<file path="src/rtl/tick_timer_pkg.sv">
package tick_timer_pkg;

  localparam int unsigned ADDR_W = 3;

  localparam logic [ADDR_W-1:0] TT_A_CTRL  = 3'd0;
  localparam logic [ADDR_W-1:0] TT_A_PRE   = 3'd1;
  localparam logic [ADDR_W-1:0] TT_A_LOAD  = 3'd2;
  localparam logic [ADDR_W-1:0] TT_A_MASK  = 3'd3;
  localparam logic [ADDR_W-1:0] TT_A_CLEAR = 3'd4;

  // control word bit positions
  localparam int unsigned CTL_RUN  = 0;
  localparam int unsigned CTL_ONCE = 1;
  localparam int unsigned CTL_IMM  = 2;

  typedef struct packed {
    logic imm;
    logic once;
    logic run;
  } tt_ctrl_t;

endpackage

</file>
<file path="src/rtl/tick_timer_regs.sv">
module tick_timer_regs
  import tick_timer_pkg::*;
#(
  parameter int unsigned CNT_W = 32,
  parameter int unsigned PRE_W = 8
) (
  input  logic              clk,
  input  logic              rst_n,
  input  logic              wr_en,
  input  logic [ADDR_W-1:0] wr_addr,
  input  logic [CNT_W-1:0]  wr_data,
  output tt_ctrl_t          ctrl_q,
  output logic              mask_q,
  output logic [CNT_W-1:0]  sh_load_q,
  output logic [CNT_W-1:0]  load_nx,
  output logic [PRE_W-1:0]  pre_nx,
  output logic              start,
  output logic              ld_wr,
  output logic              pre_wr,
  output logic              clr_req
);

  logic [PRE_W-1:0] sh_pre_q;
  logic             ctl_wr, mask_wr;
  tt_ctrl_t         ctrl_d;
  logic             mask_d;
  logic [CNT_W-1:0] sh_load_d;
  logic [PRE_W-1:0] sh_pre_d;

  // write decode
  always_comb begin
    ctl_wr  = wr_en && (wr_addr == TT_A_CTRL);
    pre_wr  = wr_en && (wr_addr == TT_A_PRE);
    ld_wr   = wr_en && (wr_addr == TT_A_LOAD);
    mask_wr = wr_en && (wr_addr == TT_A_MASK);
    clr_req = wr_en && (wr_addr == TT_A_CLEAR) && wr_data[0];
    start   = ctl_wr && wr_data[CTL_RUN] && !ctrl_q.run;
  end

  // latest programmed values, including a write in this very clock
  always_comb begin
    load_nx = ld_wr  ? wr_data : sh_load_q;
    pre_nx  = pre_wr ? wr_data[PRE_W-1:0] : sh_pre_q;
  end

  // next state
  always_comb begin
    ctrl_d    = ctrl_q;
    mask_d    = mask_q;
    sh_load_d = load_nx;
    sh_pre_d  = pre_nx;
    if (ctl_wr) begin
      ctrl_d.run  = wr_data[CTL_RUN];
      ctrl_d.once = wr_data[CTL_ONCE];
      ctrl_d.imm  = wr_data[CTL_IMM];
    end
    if (mask_wr) mask_d = wr_data[0];
  end

  // registers
  always_ff @(posedge clk or negedge rst_n) begin
    if (!rst_n) begin
      ctrl_q    <= '0;
      mask_q    <= 1'b0;
      sh_load_q <= '1;
      sh_pre_q  <= '0;
    end else if (wr_en) begin
      ctrl_q    <= ctrl_d;
      mask_q    <= mask_d;
      sh_load_q <= sh_load_d;
      sh_pre_q  <= sh_pre_d;
    end
  end

endmodule

</file>
<file path="src/rtl/tick_timer_core.sv">
module tick_timer_core #(
  parameter int unsigned CNT_W = 32,
  parameter int unsigned PRE_W = 8
) (
  input  logic             clk,
  input  logic             rst_n,
  input  logic             en,
  input  logic             once,
  input  logic             imm,
  input  logic             start,
  input  logic             ld_wr,
  input  logic             pre_wr,
  input  logic [CNT_W-1:0] load_nx,
  input  logic [PRE_W-1:0] pre_nx,
  output logic [CNT_W-1:0] count,
  output logic             tmo,
  output logic             running
);

  localparam logic [CNT_W-1:0] CNT_ONE = {{(CNT_W-1){1'b0}}, 1'b1};
  localparam logic [PRE_W-1:0] PRE_ONE = {{(PRE_W-1){1'b0}}, 1'b1};

  logic [CNT_W-1:0] cnt_q, cnt_d;
  logic [PRE_W-1:0] pcnt_q, pcnt_d;
  logic [PRE_W-1:0] act_pre_q, act_pre_d;
  logic             done_q, done_d;
  logic             tick, upd;

  always_comb begin
    running = en && !done_q;
    tick    = running && (pcnt_q == act_pre_q);
    tmo     = tick && (cnt_q == '0);
    upd     = start || running;
  end

  // next state
  always_comb begin
    cnt_d     = cnt_q;
    pcnt_d    = pcnt_q;
    act_pre_d = act_pre_q;
    done_d    = done_q;
    if (start) begin
      cnt_d     = load_nx;
      pcnt_d    = '0;
      act_pre_d = pre_nx;
      done_d    = 1'b0;
    end else if (running) begin
      if (tmo) begin
        pcnt_d    = '0;
        act_pre_d = pre_nx;
        if (once) done_d = 1'b1;
        else      cnt_d  = load_nx;
      end else begin
        if (tick) begin
          pcnt_d = '0;
          cnt_d  = cnt_q - CNT_ONE;
        end else begin
          pcnt_d = pcnt_q + PRE_ONE;
        end
        if (imm) begin
          if (ld_wr) begin
            cnt_d  = load_nx;
            pcnt_d = '0;
          end
          if (pre_wr) begin
            act_pre_d = pre_nx;
            pcnt_d    = '0;
          end
        end
      end
    end
  end

  // registers
  always_ff @(posedge clk or negedge rst_n) begin
    if (!rst_n) begin
      cnt_q     <= '1;
      pcnt_q    <= '0;
      act_pre_q <= '0;
      done_q    <= 1'b0;
    end else if (upd) begin
      cnt_q     <= cnt_d;
      pcnt_q    <= pcnt_d;
      act_pre_q <= act_pre_d;
      done_q    <= done_d;
    end
  end

  assign count = cnt_q;

endmodule

</file>
<file path="src/rtl/tick_timer_irq.sv">
module tick_timer_irq (
  input  logic clk,
  input  logic rst_n,
  input  logic tmo,
  input  logic clr_req,
  input  logic mask,
  output logic flag,
  output logic irq
);

  logic flag_d, flag_en;

  always_comb begin
    flag_en = tmo || clr_req;
    flag_d  = tmo ? 1'b1 : 1'b0;   // a timeout beats a clear
  end

  always_ff @(posedge clk or negedge rst_n) begin
    if (!rst_n)       flag <= 1'b0;
    else if (flag_en) flag <= flag_d;
  end

  assign irq = flag && mask;

endmodule

</file>
<file path="src/rtl/tick_timer.sv">
module tick_timer
  import tick_timer_pkg::*;
#(
  parameter int unsigned CNT_W = 32,
  parameter int unsigned PRE_W = 8
) (
  input  logic             clk,
  input  logic             rst_n,
  input  logic             wr_en,
  input  logic [2:0]       wr_addr,
  input  logic [CNT_W-1:0] wr_data,
  output logic [CNT_W-1:0] count,
  output logic             tmo_flag,
  output logic             irq
);

  logic [1:0]       rst_pipe_q;
  logic             rst_sync_n;
  tt_ctrl_t         ctrl_q;
  logic             mask_q;
  logic [CNT_W-1:0] sh_load_w, load_nx_w;
  logic [PRE_W-1:0] pre_nx_w;
  logic             start_w, ld_wr_w, pre_wr_w, clr_w;
  logic             tmo_w, run_w;

  // asynchronous assert, synchronous release
  always_ff @(posedge clk or negedge rst_n) begin
    if (!rst_n) rst_pipe_q <= 2'b00;
    else        rst_pipe_q <= {rst_pipe_q[0], 1'b1};
  end
  assign rst_sync_n = rst_pipe_q[1];

  tick_timer_regs #(.CNT_W(CNT_W), .PRE_W(PRE_W)) u_regs (
    .clk       (clk),
    .rst_n     (rst_sync_n),
    .wr_en     (wr_en),
    .wr_addr   (wr_addr),
    .wr_data   (wr_data),
    .ctrl_q    (ctrl_q),
    .mask_q    (mask_q),
    .sh_load_q (sh_load_w),
    .load_nx   (load_nx_w),
    .pre_nx    (pre_nx_w),
    .start     (start_w),
    .ld_wr     (ld_wr_w),
    .pre_wr    (pre_wr_w),
    .clr_req   (clr_w)
  );

  tick_timer_core #(.CNT_W(CNT_W), .PRE_W(PRE_W)) u_core (
    .clk     (clk),
    .rst_n   (rst_sync_n),
    .en      (ctrl_q.run),
    .once    (ctrl_q.once),
    .imm     (ctrl_q.imm),
    .start   (start_w),
    .ld_wr   (ld_wr_w),
    .pre_wr  (pre_wr_w),
    .load_nx (load_nx_w),
    .pre_nx  (pre_nx_w),
    .count   (count),
    .tmo     (tmo_w),
    .running (run_w)
  );

  tick_timer_irq u_irq (
    .clk     (clk),
    .rst_n   (rst_sync_n),
    .tmo     (tmo_w),
    .clr_req (clr_w),
    .mask    (mask_q),
    .flag    (tmo_flag),
    .irq     (irq)
  );

endmodule

</file>
<file path="config.mk">
export PLATFORM = sky130hd
export DESIGN_NAME = tick_timer
export DESIGN_NICKNAME = d
export VERILOG_FILES = /design/src/rtl/tick_timer_pkg.sv /design/src/rtl/tick_timer_regs.sv /design/src/rtl/tick_timer_core.sv /design/src/rtl/tick_timer_irq.sv /design/src/rtl/tick_timer.sv
export SDC_FILE = /design/constraint.sdc
export NUM_CORES = 1
export LEC_CHECK = 0
export ABC_CLOCK_PERIOD_IN_PS = 7300
export BUFFER_PORTS_ARGS = -buffer_cell sky130_fd_sc_hd__buf_4
export CAP_MARGIN = 20
export CORE_MARGIN = 5
export CORE_UTILIZATION = 34
export DETAILED_ROUTE_END_ITERATION = 12
export GPL_ROUTABILITY_DRIVEN = 0
export HOLD_SLACK_MARGIN = 0.1
export PLACE_DENSITY = 0.56
export SKIP_CTS_REPAIR_TIMING = 1
export SLEW_MARGIN = 20
export SYNTH_ARGS = -nofsm -noshare
export SYNTH_HDL_FRONTEND = slang
export SYNTH_HIERARCHICAL = 1
export SYNTH_SLANG_ARGS = --single-unit
</file>
<file path="constraint.sdc">
create_clock -name clk -period 7.3 [get_ports clk]
set_clock_uncertainty 0.15 [all_clocks]
set_input_delay 0.365 -clock clk [delete_from_list [all_inputs] [get_ports clk]]
set_output_delay 0.365 -clock clk [all_outputs]
set_load 0.05 [all_outputs]
</file>
# Word level (Yosys, flattened, before mapping)
# Cells that the tools add are included.
# W data, S select, Z words.
# word_totals
ff_bits	96
latchBits	0
ram_bits	0
romBits	0
in_bits	38
out_inout_bits	34
elab_cells	75
n_memories	0
# classes
add_sub_neg	2
mul	0
div_mod_pow	0
order_cmp	0
n_eq_ne	6
shift	0
muxes	26
bitwise	0
n_reduce_logical	29
# ops
op	count
$mux W32	8
$mux W8	13
$logic_not A32 Y1	1
$sub A32 B1 Y32 const B	1
$logic_and A1 B1 Y1	12
$add A8 B1 Y8 const B	1
$eq A8 B8 Y1	1
$reduce_and A4 Y1	2
$eq A3 B2 Y1 const B	2
$reduce_and A2 Y1	3
$reduce_bool A2 Y1	3
$reduce_bool A3 Y1	2
$mux W1	5
$eq A3 B1 Y1 const B	1
$eq A3 B3 Y1 const B	1
$logic_not A3 Y1	1
$ne A3 B2 Y1 const B	1
$reduce_and A3 Y1	1
$logic_not A1 Y1	2
$logic_or A1 B1 Y1	2

# Longest topological paths before layout
# Gate-level depths: netlist of the first run.
# depth
depth_word	10
depth_mapped	11
depth_no_buf	8

# By module
# Netlist of the first run, hierarchy kept.
# by_module_without_submodules
mod	n_inst	cells_each	area_each_um2	seq_area_each_um2
tick_timer_core	1	383	3372.0	1266.2
tick_timer_regs	1	145	2437.3	1141.1
tick_timer	1	3	53.8	50.0
tick_timer_irq	1	4	42.5	25.0

# Least setup slack after synthesis of the first run
# Ideal clock, no wire load.
# synth_timing
kind	register to register
startpoint	reg u_core.cnt_q[16] (netlist: u_core/count[16])
endpoint	reg u_core.cnt_q[7] (netlist: u_core/count[7])
setup_ns	0.080
t_arrival_ns	2.501
t_required_ns	7.070
setup_slack_ns	4.570
stages_incl_launch_ff	9
n_path_buf	2
synth_period_minus_slack_ns	2.730
path_cell_list	dfstp_2 or4_4 buf_6 or4b_4 nor2_8 a21oi_2 buf_6 mux2_4 o22a_1
# synth_via
elab_chain_len	5
word_cells_on_any_way	7
cone_classes	eq/ne: 1; mux: 3; reduce/logical: 3
# synth_rtl
item	line_no	text
from (decl)	tick_timer_core.sv:23	logic [CNT_W-1:0] cnt_q, cnt_d;
from (signal assigned)	tick_timer_core.sv:82	cnt_q <= cnt_d;
$logic_not A32 Y1 (*)	tick_timer_core.sv:32	tmo = tick && (cnt_q == '0);
$logic_and A1 B1 Y1 (*)	tick_timer_core.sv:32	
$mux W32	tick_timer_core.sv:48	if (tmo) begin
$mux W32	tick_timer_core.sv:47	end else if (running) begin
$mux W32	tick_timer_core.sv:42	if (start) begin
# Every way passes the cells marked *; elsewhere a longest branch is shown, timed or not. The select of a mux whose other input is x is not followed.
# A chain may end at the register's enable or synchronous reset.

# Final worst setup path of the first run
# layout_timing
startpoint	reg u_core.pcnt_q[0]
endpoint	reg u_core.cnt_q[21] (netlist: u_core/count[21])
# layout_via
elab_chain_len	8
word_cells_on_any_way	11
cone_classes	eq/ne: 2; mux: 6; reduce/logical: 3
# layout_rtl
item	line_no	text
from (decl)	tick_timer_core.sv:24	logic [PRE_W-1:0] pcnt_q, pcnt_d;
from (signal assigned)	tick_timer_core.sv:83	pcnt_q <= pcnt_d;
$eq A8 B8 Y1 (*)	tick_timer_core.sv:31	tick = running && (pcnt_q == act_pre_q);
$logic_and A1 B1 Y1 (*)	tick_timer_core.sv:31	
$mux W32	tick_timer_core.sv:54	if (tick) begin
$mux W32	tick_timer_core.sv:61	if (ld_wr) begin
$mux W32	tick_timer_core.sv:60	if (imm) begin
$mux W32	tick_timer_core.sv:48	
$mux W32	tick_timer_core.sv:47	
$mux W32	tick_timer_core.sv:42	
# Marks and branches as above.

==> impl_metrics.ini, run 1 <==
[placement]
io_buffer_count = 71
dp_hpwl_um = 11000
dpl.cell_count = 800
dp_slack_ps = 3760

[yosys]
synth_edf_count = 0
synth_common_cells = dfstp_2, mux2_4, mux2_2
async_reset_ff_share_pct = 100
syn_area_per_cell_um2 = 11.0
synth_warnings = 6
synth_top_area_share_pct = 28.5
ys_seq_area_share_pct = 42.0
syn_nets = 575
netlist_area_mm2 = 0.00591
synthDistinctLibCells = 68
synth_area_leaders = dfstp_2, dfrtp_1, mux2_4
yosys_most_used_dff = dfstp_2
yosysMostFrequentCell = dfstp_2
synth_top_area_cell = dfstp_2
postSynthCellCount = 535
ys_ff_latch = 96

[clock_network]
clk_pin_slew_ps = 60
tritoncts = built
clk-insertion-delay-late_ps = 350
cts.path.max_buffers = 2
htree_num_levels = 3
cts_root_buf = clkbuf_16
cts-buffers-inserted = 9
clock-sinks = 96

[timing]
hold_violations = 0
relSlewSlack_pct = 36.5
whs_ps = 106
tns_ps = 0
rsz0062_at_grt = no
fin_ws_ps = 3780
min_period_ps = 3520
finalMaxSlewViolations = 0
tightest_slew_ps = 946
setup-violations-final = 0
max_freq_mhz = 284
min_period_over_period_pct = 48.2

[global_route]
grt.busiest_layer = met2
grt_pass1_vias = 4591
grt_start_max_net_pins = 57
grt_use_met2_pct = 24.7
met3_usage_pct = 3.20
met1_usage_pct = 21.2
grt_first_pass_wirelength_um = 25000
grt.total_usage_pct = 15.6
antenna_found_initial = 0
grt_remaining_overflow = 0

[routing]
via_per_inst = 5.62
vias = 4607
wl_per_cell_um = 19.1
first_pass_iters = 5
drc = 0
ant_nets = 0
drt-initial-drc-count = 267
wl_um = 15700

[critical_path]
worst_setup_path_start_kind = flip-flop
startpoint = u_core/pcnt_q[0]$_DFFE_PN0P_
worstPathArrival_ps = 3660
cp_max_fo = 13
cp.required_ps = 7440
critPathKind = flip-flop to flip-flop
worstReg2RegStart = u_core/pcnt_q[0]$_DFFE_PN0P_
ff2ff_path_depth = 6
critPathCaptureType = flip-flop

[power_and_ir_drop]
power_density_mw_per_mm2 = 301
vdd_drop_max_v = 0.000142
totalPowerFinal_mw = 2.07
p_leak_nw = 2.75

[min_path]
hold_depth = 2
hold_path.class = input pin to flip-flop
min_from = wr_data[11]

[floorplanning]
num_rows = 48
start_util_pct = 34.4
core_area_mm2 = 0.0172
die_w_um = 142
die_area_mm2 = 0.0201
pin_count = 72
fp.dieH_um = 142

[finish]
antenna_cells = 0
fin_nets = 630
drive_above_1_share_pct = 45.4
layout.cells.non_filler = 820
syn_to_final_growth_pct = 16.4

[flow_run]
drv_cap = 0

[outcome]
outcome = finished, final reports clean
## worst max-delay path, cell delays in order (launching register included)
cell,delay [ps]
dfrtp_1,420
xor2_1,170
nor3_1,780
nand4_1,730
a2111oi_1,930
nand4_1,160
nand3_1,110
## metal layers
layer  vias up  wire length, um  part of all wire [%]
met4         0              297                   1.9
li1       2137                -                     -
met1      2322             7190                    46
met3        24              837                   5.3
met2       124             7340                    47
met5         -                0                     0
## path summary, 6_finish.rpt
| path | to | slack [ps] |
|---|---|---|
| max in group asynchronous | u_core/act_pre_q[4]$_DFFE_PN0P_ | 5730 |
| setup reg to reg | u_core/count[21]$_DFFE_PN1P_ | 3780 |
| hold reg to reg | u_regs/sh_pre_q[5]$_DFFE_PN0P_ | 160 |
| setup / recovery | u_core/count[21]$_DFFE_PN1P_ | 3780 |
| min in group asynchronous | u_regs/sh_pre_q[5]$_DFFE_PN0P_ | 160 |
| hold / removal | u_regs/sh_load_q[11]$_DFFE_PN1P_ | 110 |
## stage by stage
stage                     area [um^2]  util (%)
after floorplan                  5910         -
after global placement           6540      38.1
after detailed placement         6550      38.1
after CTS                        6830      39.8
after global routing             6870      40.0
final                            6870      40.0
## area by class of cell
cell class	count	area [um^2]
Inverter	8	30.0
Fill cell	1692	10300
Clock inverter	4	27.5
Sequential cell	96	2490
Clock buffer	12	256
Tap cell	225	282
Timing Repair Buffer	80	612
Multi-Input combinational cell	395	3180
## where the power goes
part	internal, mW	switching [mW]	total (mW)	leakage, nW
clock network	0.251	0.209	0.459	0.143
logic	0.307	0.421	0.728	1.54
registers	0.734	0.147	0.880	1.06
total	1.29	0.776	2.07	2.75
## registers in the layout (all words and copies together), names as in the netlist
| signal | count |
|---|---|
| u_core/pcnt_q | 8 |
| u_regs/ctrl_q | 3 |
| u_core/done_q | 1 |
| u_regs/sh_load_q | 32 |
| u_regs/mask_q | 1 |
| u_regs/sh_pre_q | 8 |
| rst_pipe_q | 2 |
| u_irq/flag | 1 |
| u_core/act_pre_q | 8 |
| u_core/count | 32 |
## layout by cell type, fill, tap and decap left out, types with 4 or more instances in the layout
master / count
or2_2: 4
a31oi_1: 6
o2bb2ai_1: 4
nand2_1: 33
a21oi_1: 19
and4_1: 8
nand4_1: 15
nand3_1: 21
clkbuf_16: 9
dfstp_2: 64
mux2_2: 44
nor3_1: 20
o2bb2a_1: 6
dfrtp_1: 31
a22oi_1: 12
nor4_1: 11
a211oi_1: 5
mux2_4: 51
xor2_1: 5
mux2i_1: 6
buf_4: 76
o21ai_0: 23
nor2_1: 29
inv_1: 8
nand2b_1: 5
## cells by family after synthesis
logic type                 count (synthesis)  synth area share [%]
and+or+nand+nor                          173                  16.7
AOI/OAI and AO/OA                        110                  12.9
muxes                                    101                  22.4
DFF                                       96                  42.0
buffers and inverters                     44                  4.34
xor gates and xnor gates                   8                  1.19
adders and majority gates                  2                 0.424
other                                      1                0.0635
(Power assumes the default switching activity.)
==> run 2, diff against run 1 <==
Settings changed: ABC_CLOCK_PERIOD_IN_PS 7300 to 3300.
Clock period 7.3 ns to 3.3 ns, I/O delays scaled along.
==> impl_metrics.ini, run 2 (synthesis gave the netlist of run 1 again) <==
[timing]
min_period_ps = 3010
rsz0062_at_grt = no
tightest_slew_ps = 723
relSlewSlack_pct = 51.1
max_freq_mhz = 332
finalMaxSlewViolations = 0
hold_violations = 0
min_period_over_period_pct = 91.2
tns_ps = 0
setup-violations-final = 0

[routing]
first_pass_iters = 7
ant_nets = 0
drc = 0
wl_per_cell_um = 18.3
vias = 4731
wl_um = 15900
drt-initial-drc-count = 338
via_per_inst = 5.44

[critical_path]
critical_path.endpoint = u_core/count[21]$_DFFE_PN1P_
cp_max_fo = 7
reg2reg_slack_ps = 290
critPathKind = flip-flop to flip-flop
worstReg2RegStart = u_core/count[4]$_DFFE_PN1P_
worst_setup_path_start_kind = flip-flop
worstPathArrival_ps = 3150
critPathCaptureType = flip-flop
ff2ff_path_depth = 8
r2r-end = u_core/count[21]$_DFFE_PN1P_
cp.required_ps = 3430
startpoint = u_core/count[4]$_DFFE_PN1P_

[finish]
syn_to_final_growth_pct = 25.1
fin_nets = 680
fin_util_pct = 43.0
drive_above_1_share_pct = 43.7
most-common-layout-cells = buf_4, dfstp_2, mux2_4, mux2_2, dlygate4sd3_1
antenna_cells = 0
layout_commonest_cell = buf_4

[global_route]
grt.total_usage_pct = 15.7
grt_start_max_net_pins = 76
grt_first_pass_wirelength_um = 25100
grt_pass1_vias = 4560
antenna_found_initial = 0
grt_remaining_overflow = 0

[power_and_ir_drop]
vdd_drop_max_v = 0.000268
p_leak_nw = 2.98
power_density_mw_per_mm2 = 637

[floorplanning]
num_rows = 48
pin_count = 72
core_area_mm2 = 0.0172
fp.dieH_um = 142
die_w_um = 142
start_util_pct = 34.4
die_area_mm2 = 0.0201

[clock_network]
clk_pin_slew_ps = 60
tritoncts = built
clock-sinks = 96
cts_root_buf = clkbuf_16
clk-insertion-delay-late_ps = 350
cts-buffers-inserted = 9
cts.path.max_buffers = 2
htree_num_levels = 3

[placement]
dp_hpwl_um = 11200
io_buffer_count = 71

[min_path]
hold_path.class = flip-flop to asynchronous set/reset pin

[flow_run]
drv_cap = 0

[outcome]
outcome = finished, final reports clean
run 2: power breakdown:
group | switching, mW | internal, mW
clock network | 0.445 | 0.608
logic | 0.962 | 0.741
registers | 0.324 | 1.62
run 2: layer usage:
layer,GRT usage (%),vias up,share of wire (%)
li1,-,2234,-
met1,21.7,2351,46
met2,24.8,126,47
met3,3.24,20,4.3
met4,4.60,0,1.7
met5,0,-,0
run 2: layout make-up:
class / instances / area, um^2
multi-input cells: 395 / 3170
repair buffers: 130 / 1130
fillers: 1680 / 9790
clock buffers: 13 / 250
inverters: 8 / 30.0
clock inverters: 3 / 42.5
well taps: 225 / 282
flip-flops and latches: 96 / 2490
run 2: worst min path at each step:
stage	startpoint	end	slack, ps	depth (start not counted)
global placement	rst_n	rst_pipe_q[0]$_DFF_PN0_	-200	1
detailed placement	rst_n	rst_pipe_q[0]$_DFF_PN0_	-200	1
CTS	rst_n	rst_pipe_q[1]$_DFF_PN0_	-580	1
floorplan	rst_n	rst_pipe_q[0]$_DFF_PN0_	-280	0
global route	rst_pipe_q[1]$_DFF_PN0_	u_regs/sh_pre_q[7]$_DFFE_PN0P_	110	0
finish	rst_pipe_q[1]$_DFF_PN0_	u_regs/sh_pre_q[5]$_DFFE_PN0P_	90	0
run 2: worst max-delay path: stages, from the launching register on:
cell and delay [ps]:
dfstp_2 390, or4_4 570, nor4_2 320, nand4_1 390, buf_4 310, a2111oi_1 420, buf_4 200, nand4_1 90
nand3_1 100
run 2: through the flow:
stage               setup WS, ps  total power [mW]  instance area [um^2]  std cells  hold slack [ps]
floorplan                    390              3.07                  5910        535             -281
detailed placement           355              3.63                  6690        815             -202
finish                       290              4.70                  7390        870             86.0
global route                 128              4.96                  7390        870              114
CTS                          314              4.71                  6980        831             -585
global placement             483              3.59                  6690        815             -203
